## config.mk

```make
export PLATFORM = sky130hd
export DESIGN_NAME = wv_prog_ctrl
export DESIGN_NICKNAME = d
export VERILOG_FILES = /design/src/rtl/wv_pkg.sv /design/src/rtl/wv_verdict.sv /design/src/rtl/wv_pulse_timer.sv /design/src/rtl/wv_pulse_tally.sv /design/src/rtl/wv_prog_ctrl.sv
export SDC_FILE = /design/constraint.sdc
export NUM_CORES = 1
export LEC_CHECK = 0
export BUFFER_PORTS_ARGS = -buffer_cell sky130_fd_sc_hd__buf_4
export CORE_MARGIN = 1.5
export CORE_UTILIZATION = 50
export CTS_BUF_LIST = sky130_fd_sc_hd__clkbuf_4
export DETAILED_ROUTE_END_ITERATION = 16
export MAX_ROUTING_LAYER = met4
export PLACE_DENSITY = 0.76
export RECOVER_POWER = 25
export SYNTH_ARGS = -nofsm -noshare
export SYNTH_HDL_FRONTEND = slang
export SYNTH_HIERARCHICAL = 1
export SYNTH_SLANG_ARGS = --single-unit
export TNS_END_PERCENT = 1
```

## constraint.sdc

```tcl
create_clock -name clk -period 3.2 [get_ports clk]
set_clock_uncertainty 0.15 [all_clocks]
set_input_delay 0 -clock clk [delete_from_list [all_inputs] [get_ports clk]]
set_output_delay 0 -clock clk [all_outputs]
set_load 0.02 [all_outputs]
```

## src/rtl/wv_pkg.sv

```systemverilog
package wv_pkg;

   typedef enum logic [1:0] {
      ST_IDLE  = 2'd0,
      ST_READ  = 2'd1,
      ST_PULSE = 2'd2,
      ST_DONE  = 2'd3
   } wv_state_e;

   typedef enum logic {
      DIR_UP   = 1'b0,
      DIR_DOWN = 1'b1
   } wv_dir_e;

   function automatic int wv_max(input int a, input int b);
      return (a > b) ? a : b;
   endfunction

endpackage

```

## src/rtl/wv_verdict.sv

```systemverilog
module wv_verdict
   import wv_pkg::*;
#(
   parameter int CODE_W = 8
) (
   input  logic [CODE_W-1:0] reading,
   input  logic [CODE_W-1:0] goal,
   input  wv_dir_e           dir,
   output logic              same,
   output logic              below,
   output logic              reached
);

   if (CODE_W < 1) begin : g_bad_width
      $error("wv_verdict: CODE_W must be at least 1");
   end

   always_comb begin
      same    = (reading == goal);
      below   = (reading < goal);
      reached = (dir == DIR_UP) ? (reading >= goal) : (reading <= goal);
   end

endmodule

```

## src/rtl/wv_pulse_timer.sv

```systemverilog
module wv_pulse_timer #(
   parameter int PULSE_CYC = 7
) (
   input  logic clk,
   input  logic rst_n,
   input  logic fire,
   output logic active,
   output logic last
);

   if (PULSE_CYC < 1) begin : g_bad_len
      $error("wv_pulse_timer: PULSE_CYC must be at least 1");
   end

   if (PULSE_CYC == 1) begin : g_single
      always_ff @(posedge clk or negedge rst_n) begin
         if (!rst_n) active <= 1'b0;
         else        active <= fire;
      end
      assign last = active;
   end else begin : g_count
      localparam int TW = $clog2(PULSE_CYC);
      localparam logic [TW-1:0] LAST_V = TW'(PULSE_CYC - 1);
      logic [TW-1:0] tcnt;

      always_ff @(posedge clk or negedge rst_n) begin
         if (!rst_n) begin
            active <= 1'b0;
            tcnt   <= '0;
         end else if (fire) begin
            active <= 1'b1;
            tcnt   <= '0;
         end else if (active) begin
            if (tcnt == LAST_V) active <= 1'b0;
            else                tcnt   <= tcnt + 1'b1;
         end
      end
      assign last = active && (tcnt == LAST_V);

      AST_TMR_RANGE: assert property (@(posedge clk) disable iff (!rst_n)
         active |-> (tcnt <= LAST_V));
   end

   AST_TMR_NO_REFIRE: assert property (@(posedge clk) disable iff (!rst_n)
      fire |-> !active);
   AST_TMR_ENDS: assert property (@(posedge clk) disable iff (!rst_n)
      last |=> !active);

endmodule

```

## src/rtl/wv_pulse_tally.sv

```systemverilog
module wv_pulse_tally
   import wv_pkg::*;
#(
   parameter int SET_LIMIT   = 300,
   parameter int RESET_LIMIT = 500,
   parameter int CNT_W       = 9
) (
   input  logic             clk,
   input  logic             rst_n,
   input  logic             clear,
   input  logic             bump,
   input  wv_dir_e          dir,
   output logic [CNT_W-1:0] count,
   output logic             at_limit
);

   localparam logic [CNT_W-1:0] UP_CAP   = CNT_W'(SET_LIMIT);
   localparam logic [CNT_W-1:0] DOWN_CAP = CNT_W'(RESET_LIMIT);

   if (SET_LIMIT < 1 || RESET_LIMIT < 1) begin : g_bad_limit
      $error("wv_pulse_tally: limits must be at least 1");
   end
   if (CNT_W < $clog2(wv_max(SET_LIMIT, RESET_LIMIT) + 1)) begin : g_bad_cnt
      $error("wv_pulse_tally: CNT_W too narrow for the limits");
   end

   logic [CNT_W-1:0] cap;
   assign cap      = (dir == DIR_UP) ? UP_CAP : DOWN_CAP;
   assign at_limit = (count == cap);

   always_ff @(posedge clk or negedge rst_n) begin
      if (!rst_n)     count <= '0;
      else if (clear) count <= '0;
      else if (bump)  count <= count + 1'b1;
   end

   AST_TALLY_CAP: assert property (@(posedge clk) disable iff (!rst_n)
      bump |-> !at_limit);
   AST_TALLY_RANGE: assert property (@(posedge clk) disable iff (!rst_n)
      !clear && !bump |=> (count <= DOWN_CAP || count <= UP_CAP));

endmodule

```

## src/rtl/wv_prog_ctrl.sv

```systemverilog
module wv_prog_ctrl
   import wv_pkg::*;
#(
   parameter  int CODE_W      = 8,
   parameter  int PULSE_CYC   = 7,
   parameter  int SET_LIMIT   = 300,
   parameter  int RESET_LIMIT = 500,
   localparam int CNT_W       = $clog2(wv_max(SET_LIMIT, RESET_LIMIT) + 1)
) (
   input  logic              clk,
   input  logic              rst_n,
   input  logic              start,
   input  logic [CODE_W-1:0] target,
   input  logic [CODE_W-1:0] rd_code,
   input  logic              rd_valid,
   output logic              set_pulse,
   output logic              reset_pulse,
   output logic              rd_req,
   output logic              done,
   output logic              pass,
   output logic [CNT_W-1:0]  pulse_cnt,
   output logic [CODE_W-1:0] final_code
);

   wv_state_e         state;
   wv_dir_e           dir_q;
   logic [CODE_W-1:0] tgt_q;
   logic              first_q;
   logic              pass_q;
   logic [CODE_W-1:0] final_q;

   logic same, below, reached;
   logic tmr_active, tmr_last;
   logic at_limit;
   logic fire, clear;

   wv_verdict #(.CODE_W(CODE_W)) u_verdict (
      .reading (rd_code),
      .goal    (tgt_q),
      .dir     (dir_q),
      .same    (same),
      .below   (below),
      .reached (reached)
   );

   wv_pulse_timer #(.PULSE_CYC(PULSE_CYC)) u_timer (
      .clk    (clk),
      .rst_n  (rst_n),
      .fire   (fire),
      .active (tmr_active),
      .last   (tmr_last)
   );

   wv_pulse_tally #(
      .SET_LIMIT   (SET_LIMIT),
      .RESET_LIMIT (RESET_LIMIT),
      .CNT_W       (CNT_W)
   ) u_tally (
      .clk      (clk),
      .rst_n    (rst_n),
      .clear    (clear),
      .bump     (fire),
      .dir      (dir_q),
      .count    (pulse_cnt),
      .at_limit (at_limit)
   );

   assign clear = (state == ST_IDLE) && start;
   assign fire  = (state == ST_READ) && rd_valid &&
                  (first_q ? !same : (!reached && !at_limit));

   always_ff @(posedge clk or negedge rst_n) begin
      if (!rst_n) begin
         state   <= ST_IDLE;
         dir_q   <= DIR_UP;
         tgt_q   <= '0;
         first_q <= 1'b0;
         pass_q  <= 1'b0;
         final_q <= '0;
      end else begin
         case (state)
            ST_IDLE: begin
               if (start) begin
                  tgt_q   <= target;
                  first_q <= 1'b1;
                  pass_q  <= 1'b0;
                  state   <= ST_READ;
               end
            end
            ST_READ: begin
               if (rd_valid) begin
                  final_q <= rd_code;
                  first_q <= 1'b0;
                  if (first_q) begin
                     if (same) begin
                        pass_q <= 1'b1;
                        state  <= ST_DONE;
                     end else begin
                        dir_q <= below ? DIR_UP : DIR_DOWN;
                        state <= ST_PULSE;
                     end
                  end else if (reached) begin
                     pass_q <= 1'b1;
                     state  <= ST_DONE;
                  end else if (at_limit) begin
                     state <= ST_DONE;
                  end else begin
                     state <= ST_PULSE;
                  end
               end
            end
            ST_PULSE: begin
               if (tmr_last) state <= ST_READ;
            end
            default: state <= ST_IDLE;
         endcase
      end
   end

   assign set_pulse   = tmr_active && (dir_q == DIR_UP);
   assign reset_pulse = tmr_active && (dir_q == DIR_DOWN);
   assign rd_req      = (state == ST_READ);
   assign done        = (state == ST_DONE);
   assign pass        = pass_q;
   assign final_code  = final_q;

   AST_PULSE_EXCL: assert property (@(posedge clk) disable iff (!rst_n)
      !(set_pulse && reset_pulse));
   AST_DONE_STROBE: assert property (@(posedge clk) disable iff (!rst_n)
      done |=> !done);
   AST_NO_READ_IN_PULSE: assert property (@(posedge clk) disable iff (!rst_n)
      tmr_active |-> !rd_req);
   AST_DIR_HOLD: assert property (@(posedge clk) disable iff (!rst_n)
      tmr_active && !fire |=> $stable(dir_q));
   AST_TGT_LOCKED: assert property (@(posedge clk) disable iff (!rst_n)
      state != ST_IDLE |=> $stable(tgt_q));
   AST_FAIL_AT_LIMIT: assert property (@(posedge clk) disable iff (!rst_n)
      done && !pass |-> pulse_cnt == ((dir_q == DIR_UP) ? CNT_W'(SET_LIMIT)
                                                        : CNT_W'(RESET_LIMIT)));
   AST_PASS_MET: assert property (@(posedge clk) disable iff (!rst_n)
      done && pass && pulse_cnt != '0 |->
         ((dir_q == DIR_UP) ? (final_code >= tgt_q) : (final_code <= tgt_q)));

endmodule

```

==> metrics, run 1 <==
HPWL after DPL 2770 um; TritonCTS clock tree yes; leading cell types by total area after synthesis sky130_fd_sc_hd__dfrtp_1 (46%), sky130_fd_sc_hd__ha_1 (8.1%), sky130_fd_sc_hd__mux2_2 (7.3%); required time of the worst setup path 3.31 ns; core region area 0.00344 mm2; number of buffers on the longest clock path 2; Final setup viols 0; minimum setup slack in the final design 0.0483 ns; number of distinct standard cells referenced by the synthesized netlist 39; placed cells 249; routed vias/inst 5.34; first drt pass iteration count 4; R2R Path Start tgt_q[7]; net count after synthesis 196; Post-DRT Antenna Nets 0; CTS root buf sky130_fd_sc_hd__clkbuf_4; Die Outline Area 0.00409 mm2; final instance count without filler cells 279; Clk pwr share 10.5%; final-layout fill cell count 240; Cells after Synth 164; number of max-capacitance violations reported 1; most frequent cell on the critical path sky130_fd_sc_hd__or3_4; leakage power of the design 0.00119 uW; via count of the first global-routing pass 1488; Max FO, Critical Path 7; path class of the lowest-slack min-delay path input port to register; via count of the routed design 1491; final cycle utilization of the critical path 98.5%; post-DR wirelength/cell 15.4 um; Hold Vio Cnt, Final 0; Final TNS setup 0 ns; number of buffers added on ports 41; Worst R2R Path Depth 11; total power after layout 2030 uW; number of rows in the core area 21; maximum cell stage delay along the critical path 0.50 ns; violated checks max-capacitance violations, max-slew violations; height of the chip 64.0 um; count of synthesis-stage warnings from yosys 6; most used flip-flop cell after synthesis sky130_fd_sc_hd__dfrtp_1; share of final-layout standard cells stronger than drive strength 1 37.8%; total clock buffers created by CTS 5; latest clock arrival within the worst-skew pair 0.33 ns; Net Switching 798 uW; DRC violation count after routing 0; result of the run finished, violations left; global-route wire length before repair 6710 um; final routed wirelength across all metal layers 4300 um; cell depth of the worst hold path 4; source of the critical timing path tgt_q[7]; worst IR drop on VDD 472 uV; Critical Setup Path Class register to register; post-synth design cell area 0.00186 mm2; Crit-path slowest cell sky130_fd_sc_hd__or4_1; Pint 1230 uW; count of pins over their slew limit 35; FFs w/ async S/R, synth 100%; max_slew headroom -20.1%; Least-Margin Pin Slew 1.80 ns; clock transition time at the flip-flop clock pins of the worst setup and hold paths 0.09 ns; Remaining Overflow, GRT 0; width of the chip 64.0 um; r2r endpoint u_tally/count[7]; Final #Nets 264; Total GRT Usage 21.9%; Max H-tree Level 2; number of enable flip-flop cells after synthesis 0; Cell Chain, Critical Path inv_1 -> ha_4 -> nand4_1 -> o21bai_2 -> and3_1 -> or3_4 -> or3_4 -> a21oi_4 -> o211ai_4 -> or4_1 -> a21oi_1; startpoint kind of the worst setup timing path register; fraction of power consumed by sequential logic 37.1%; total clock sinks 34; Placer Congestion 0.790; Iteration-0 DRC Markers 83; starting utilization of the core area 54.0%; reg-to-reg setup timing slack 0.05 ns; area share of the largest cell type after synthesis 45.8%; fraction of the yosys area taken by sequential cells 45.8%; crit path capture u_tally/count[7]; area growth from synthesis to layout 35.3%; fin crit period 3.15 ns; maximum number of pins on one net before global-route repair 35; number of inserted diodes 0; Synth area leader sky130_fd_sc_hd__dfrtp_1; Avg Synthesized Cell Area 11.3 um2; maximum operating frequency 0.317 GHz; power per standard cell area 808 mW/mm2; Combinational Power Share 52.4%; switching power share of the total 39.3%; number of synthesized register bits 34; initial antenna violation count 0; I/O pin count 42; Worst Path Arrival 3.26 ns; Placement Setup Slack -0.00433 ns; endpoint class of the critical path register
[synthesized netlist by cell type (all sizes together) (4+ instances only)]
| cell type | count |
|---|---|
| o31ai | 5 |
| o21ai | 4 |
| ha | 12 |
| buf | 4 |
| mux2 | 18 |
| dfrtp | 34 |
| nor2b | 6 |
| nor2 | 12 |
| inv | 13 |
| a21oi | 11 |
| nand4 | 5 |
| or4 | 4 |
| nand2 | 5 |
[worst min path at each step]
stage | start | end | slack (ns)
after global routing | start | state[0] | 0.19
after global placement | rst_n | u_tally/count[4] | -0.18
after CTS | rst_n | tgt_q[7] | 0.006
final | start | state[0] | 0.13
after detailed placement | rst_n | tgt_q[7] | -0.18
after floorplan | rst_n | dir_q | -0.45
[power by group through the flow]
stage	clock, uW	sequential (uW)	combinational [uW]
after floorplan	0	803	611
after global placement	0	739	920
after detailed placement	0	756	960
after CTS	220	750	988
after global routing	241	779	1170
final	213	754	1060
[flip-flops by register name, summed over array words and instances (netlist names)]
register / count
dir_q: 1
final_code: 8
first_q: 1
pass: 1
state: 2
tgt_q: 8
u_tally/count: 9
u_timer/active: 1
u_timer/g_count.tcnt: 3
[critical path, delay by kind of cell, from the launching register on]
family / cells / cell delay (ns)
simple gates: 5 / 1.52
compound gates: 4 / 0.70
flops: 1 / 0.36
fa+ha+maj: 1 / 0.28
buf+inv: 1 / 0.07
[placed cells by master, fill, tap and decap left out, types with 2 or more instances in the layout]
cell type	synthesis	routed
sky130_fd_sc_hd__nand3_1	3	3
sky130_fd_sc_hd__o21ai_0	4	3
sky130_fd_sc_hd__nand2b_1	3	3
sky130_fd_sc_hd__buf_4	1	46
sky130_fd_sc_hd__nor2_1	12	12
sky130_fd_sc_hd__mux2i_1	2	2
sky130_fd_sc_hd__dlygate4sd3_1	0	18
sky130_fd_sc_hd__inv_1	13	13
sky130_fd_sc_hd__a21oi_2	0	3
sky130_fd_sc_hd__nand2_1	5	5
sky130_fd_sc_hd__xor2_1	2	2
sky130_fd_sc_hd__nor2b_1	5	5
sky130_fd_sc_hd__or4_4	0	2
sky130_fd_sc_hd__clkbuf_4	0	5
sky130_fd_sc_hd__ha_1	12	11
sky130_fd_sc_hd__mux2_4	6	6
sky130_fd_sc_hd__nand4_1	5	5
sky130_fd_sc_hd__or4_1	4	2
sky130_fd_sc_hd__or3_4	0	2
sky130_fd_sc_hd__and2_1	2	2
sky130_fd_sc_hd__dfrtp_1	34	34
sky130_fd_sc_hd__clkinv_1	0	3
sky130_fd_sc_hd__mux2_2	12	12
sky130_fd_sc_hd__xnor2_1	2	2
sky130_fd_sc_hd__o31ai_1	5	5
sky130_fd_sc_hd__a21oi_1	11	7
[stage by stage]
stage	util [%]	area (um2)	hold WS (ns)
detailed placement	64.2	2210	-0.177
global placement	64.2	2210	-0.184
global route	73.1	2520	0.191
finish	73.1	2520	0.128
floorplan	-	1860	-0.446
CTS	71.0	2440	0.00623
[metal layers]
| metal | vias to the layer above | global-route usage [%] | wire, um |
|---|---|---|---|
| met2 | 34 | 38.3 | 2360 |
| met5 | - | - | 0 |
| li1 | 717 | - | - |
| met3 | 6 | 5.81 | 146 |
| met4 | 0 | 5.71 | 50 |
| met1 | 734 | 24.8 | 1740 |
[cell families after synthesis]
logic type / Yosys count / synth area share [%]
simple gates: 50 / 16.2
flops: 34 / 45.8
compound gates: 27 / 10.4
mux: 20 / 13.2
buf+inv: 17 / 4.51
fa+ha+maj: 12 / 8.08
xor+xnor: 4 / 1.88
[timing repair]
item                                    CTS  global route
pin swaps                                 1             6
hold buffers                             18             0
cloned                                    0             0
resized for setup                         1            10
setup buffers                             0             4
hold endpoints to repair                 53             0
endpoints found under the setup margin    1             4
[layout make-up]
cell class	instances	area, um2	share of cell area (%)
repair buffers	65	529	21.0
flip-flops and latches	34	851	33.8
clock inverters	3	11.3	0.448
multi-input cells	113	981	39.0
well taps	46	57.6	2.29
inverters	13	48.8	1.94
clock buffers	5	37.5	1.49
(Power assumes the default switching activity.)
==> run 2: changes to the inputs <==
--- a/config.mk
+++ b/config.mk
@@ -13,6 +13,7 @@
 export MAX_ROUTING_LAYER = met4
 export PLACE_DENSITY = 0.76
 export RECOVER_POWER = 25
+export REMOVE_ABC_BUFFERS = 1
 export SYNTH_ARGS = -nofsm -noshare
 export SYNTH_HDL_FRONTEND = slang
 export SYNTH_HIERARCHICAL = 1
==> run 2 against run 1 <==
Compared with the run above: the run ends with negative setup slack left; count of clock-buffer cells in the layout grew 1; largest cell class unchanged; flip-flop and latch count is the same; utilization grew 1.8 points; final area grew 2.5%; final cell count grew 1.4%; die area is the same; via count grew 4.4%; critical path type unchanged; sequential power is essentially flat; register-to-register slack lost 0.05 ns.
==> metrics, run 2 (synthesis results as in run 1) <==
result of the run finished, violations left; path class of the lowest-slack min-delay path input port to register; worst IR drop on VDD 411 uV; via count of the routed design 1556; TritonCTS clock tree yes; number of buffers added on ports 41; source of the critical timing path tgt_q[7]; Least-Margin Pin Slew 1.44 ns; leakage power of the design 0.00117 uW; required time of the worst setup path 3.33 ns; most common cell after layout, fill and taps aside sky130_fd_sc_hd__buf_4; max_slew headroom 3.86%; number of inserted diodes 0; most flop-heavy register u_tally/count; endpoint class of the critical path register; number of max-capacitance violations reported 0; Crit-path slowest cell sky130_fd_sc_hd__or4_1; total power after layout 2110 uW; Worst R2R Path Depth 11; Final TNS setup -0.00456 ns; initial antenna violation count 0; power per standard cell area 817 mW/mm2; total clock buffers created by CTS 5; Max FO, Critical Path 8; global-route wire length before repair 7000 um; Remaining Overflow, GRT 0; placed cells 249; r2r endpoint u_tally/count[6]; CTS root buf sky130_fd_sc_hd__clkbuf_4; starting utilization of the core area 54.0%; maximum cell stage delay along the critical path 0.51 ns; startpoint kind of the worst setup timing path register; post-DR wirelength/cell 16.8 um; startpoint of the lowest-slack hold path start; Die Outline Area 0.00409 mm2; most frequent cell on the critical path sky130_fd_sc_hd__or3_4; minimum setup slack in the final design -0.00456 ns; Cell Chain, Critical Path inv_2 -> ha_4 -> nand4_1 -> o21bai_4 -> and3_4 -> or3_4 -> or3_4 -> a21oi_4 -> o211ai_4 -> or4_1 -> a21oi_1; final instance count without filler cells 283; Total GRT Usage 23.4%; first drt pass iteration count 5; DRC violation count after routing 0; share of final-layout standard cells stronger than drive strength 1 37.6%; number of rows in the core area 21; maximum number of pins on one net before global-route repair 28; I/O pin count 42; Largest regs u_tally/count x9, final_code x8, tgt_q x8; Worst Path Arrival 3.33 ns; latest clock arrival within the worst-skew pair 0.35 ns; Final setup viols 1; Critical Setup Path Class register to register; maximum operating frequency 0.312 GHz; Iteration-0 DRC Markers 68; Worst Hold Path EP state[0]; area growth from synthesis to layout 38.7%; final-layout fill cell count 218; fin crit period 3.20 ns; count of pins over their slew limit 0; area of placed instances 0.00220 mm2; Hold Vio Cnt, Final 0; width of the chip 64.0 um; final routed wirelength across all metal layers 4760 um; Post-DRT Antenna Nets 0; Max H-tree Level 2; Design Area, Final 0.00258 mm2; violated checks negative setup slack; final cycle utilization of the critical path 100%; HPWL after DPL 2800 um; flip-flop count of the largest register, all copies and words added 9; height of the chip 64.0 um; Placer Congestion 0.737; Final #Nets 268; via count of the first global-routing pass 1515; cell depth of the worst hold path 4; core region area 0.00344 mm2; R2R Path Start tgt_q[7]; reg-to-reg setup timing slack -0.005 ns; highest-count cells in the layout ignoring fill and taps sky130_fd_sc_hd__buf_4 (39), sky130_fd_sc_hd__dfrtp_1 (34), sky130_fd_sc_hd__dlygate4sd3_1 (19), sky130_fd_sc_hd__mux2_2 (12), sky130_fd_sc_hd__nor2_1 (12); number of buffers on the longest clock path 2; crit-path leading delay family simple AND/OR/NAND/NOR gates; total clock sinks 34; clock transition time at the flip-flop clock pins of the worst setup and hold paths 0.10 ns; routed vias/inst 5.50; Core Util, Final 74.9%; total buffers and inverters traversed by the critical path 1
==> run 2: worst reg2reg max path, cell delays in order, from the launching register on <==
cell                       delay (ns)
sky130_fd_sc_hd__dfrtp_1         0.37
sky130_fd_sc_hd__inv_2           0.05
sky130_fd_sc_hd__ha_4            0.27
sky130_fd_sc_hd__nand4_1         0.14
sky130_fd_sc_hd__o21bai_4        0.21
sky130_fd_sc_hd__and3_4          0.18
sky130_fd_sc_hd__or3_4           0.35
sky130_fd_sc_hd__or3_4           0.42
sky130_fd_sc_hd__a21oi_4         0.18
sky130_fd_sc_hd__o211ai_4        0.14
sky130_fd_sc_hd__or4_1           0.51
sky130_fd_sc_hd__a21oi_1         0.16
==> run 2: how the worst max path moves through the flow <==
| stage | endpoint | slack, ns | cells past startpoint |
|---|---|---|---|
| after floorplan | u_tally/count[8] | -0.23 | 11 |
| after global placement | u_tally/count[8] | 0.04 | 12 |
| after detailed placement | u_tally/count[6] | -0.06 | 12 |
| after CTS | u_tally/count[6] | 0.008 | 12 |
| after global routing | u_tally/count[8] | -0.09 | 11 |
| final | u_tally/count[6] | -0.005 | 11 |
==> run 2: where the power goes <==
part           internal [uW]  switching, uW
registers                600            155
logic                    564            554
clock network           90.8            143
==> run 2: metrics by stage <==
stage | worst slack, ns | hold slack (ns)
floorplan | -0.227 | -0.446
global placement | 0.0435 | -0.182
detailed placement | -0.0561 | -0.173
CTS | 0.00828 | 0.0734
global route | -0.0947 | 0.117
finish | -0.00456 | 0.0685
==> run 2: layout make-up <==
cell class              instances  area (um2)  area share (%)
repair buffers                 69         524            20.3
well taps                      46        57.6            2.23
multi-input cells             113        1040            40.5
clock buffers                   6        45.0            1.75
inverters                      13        48.8            1.89
flip-flops and latches         34         851            33.0
clock inverters                 2        8.76           0.340
==> run 2: timing repair <==
action / in CTS / in global routing
endpoints found under the hold margin: 53 / 0
pin swaps: 0 / 12
gates resized for setup: 1 / 19
buffers inserted: 0 / 6
endpoints found under the setup margin: 3 / 6
hold buffers: 20 / 0
==> run 2: routing by layer <==
layer  up-vias  global-route usage [%]  routed length, um
li1        717                       -                  -
met1       747                    28.3               1830
met2        71                    38.0               2480
met3        21                    4.23                253
met4         0                    10.9                196
met5         -                       -                  0
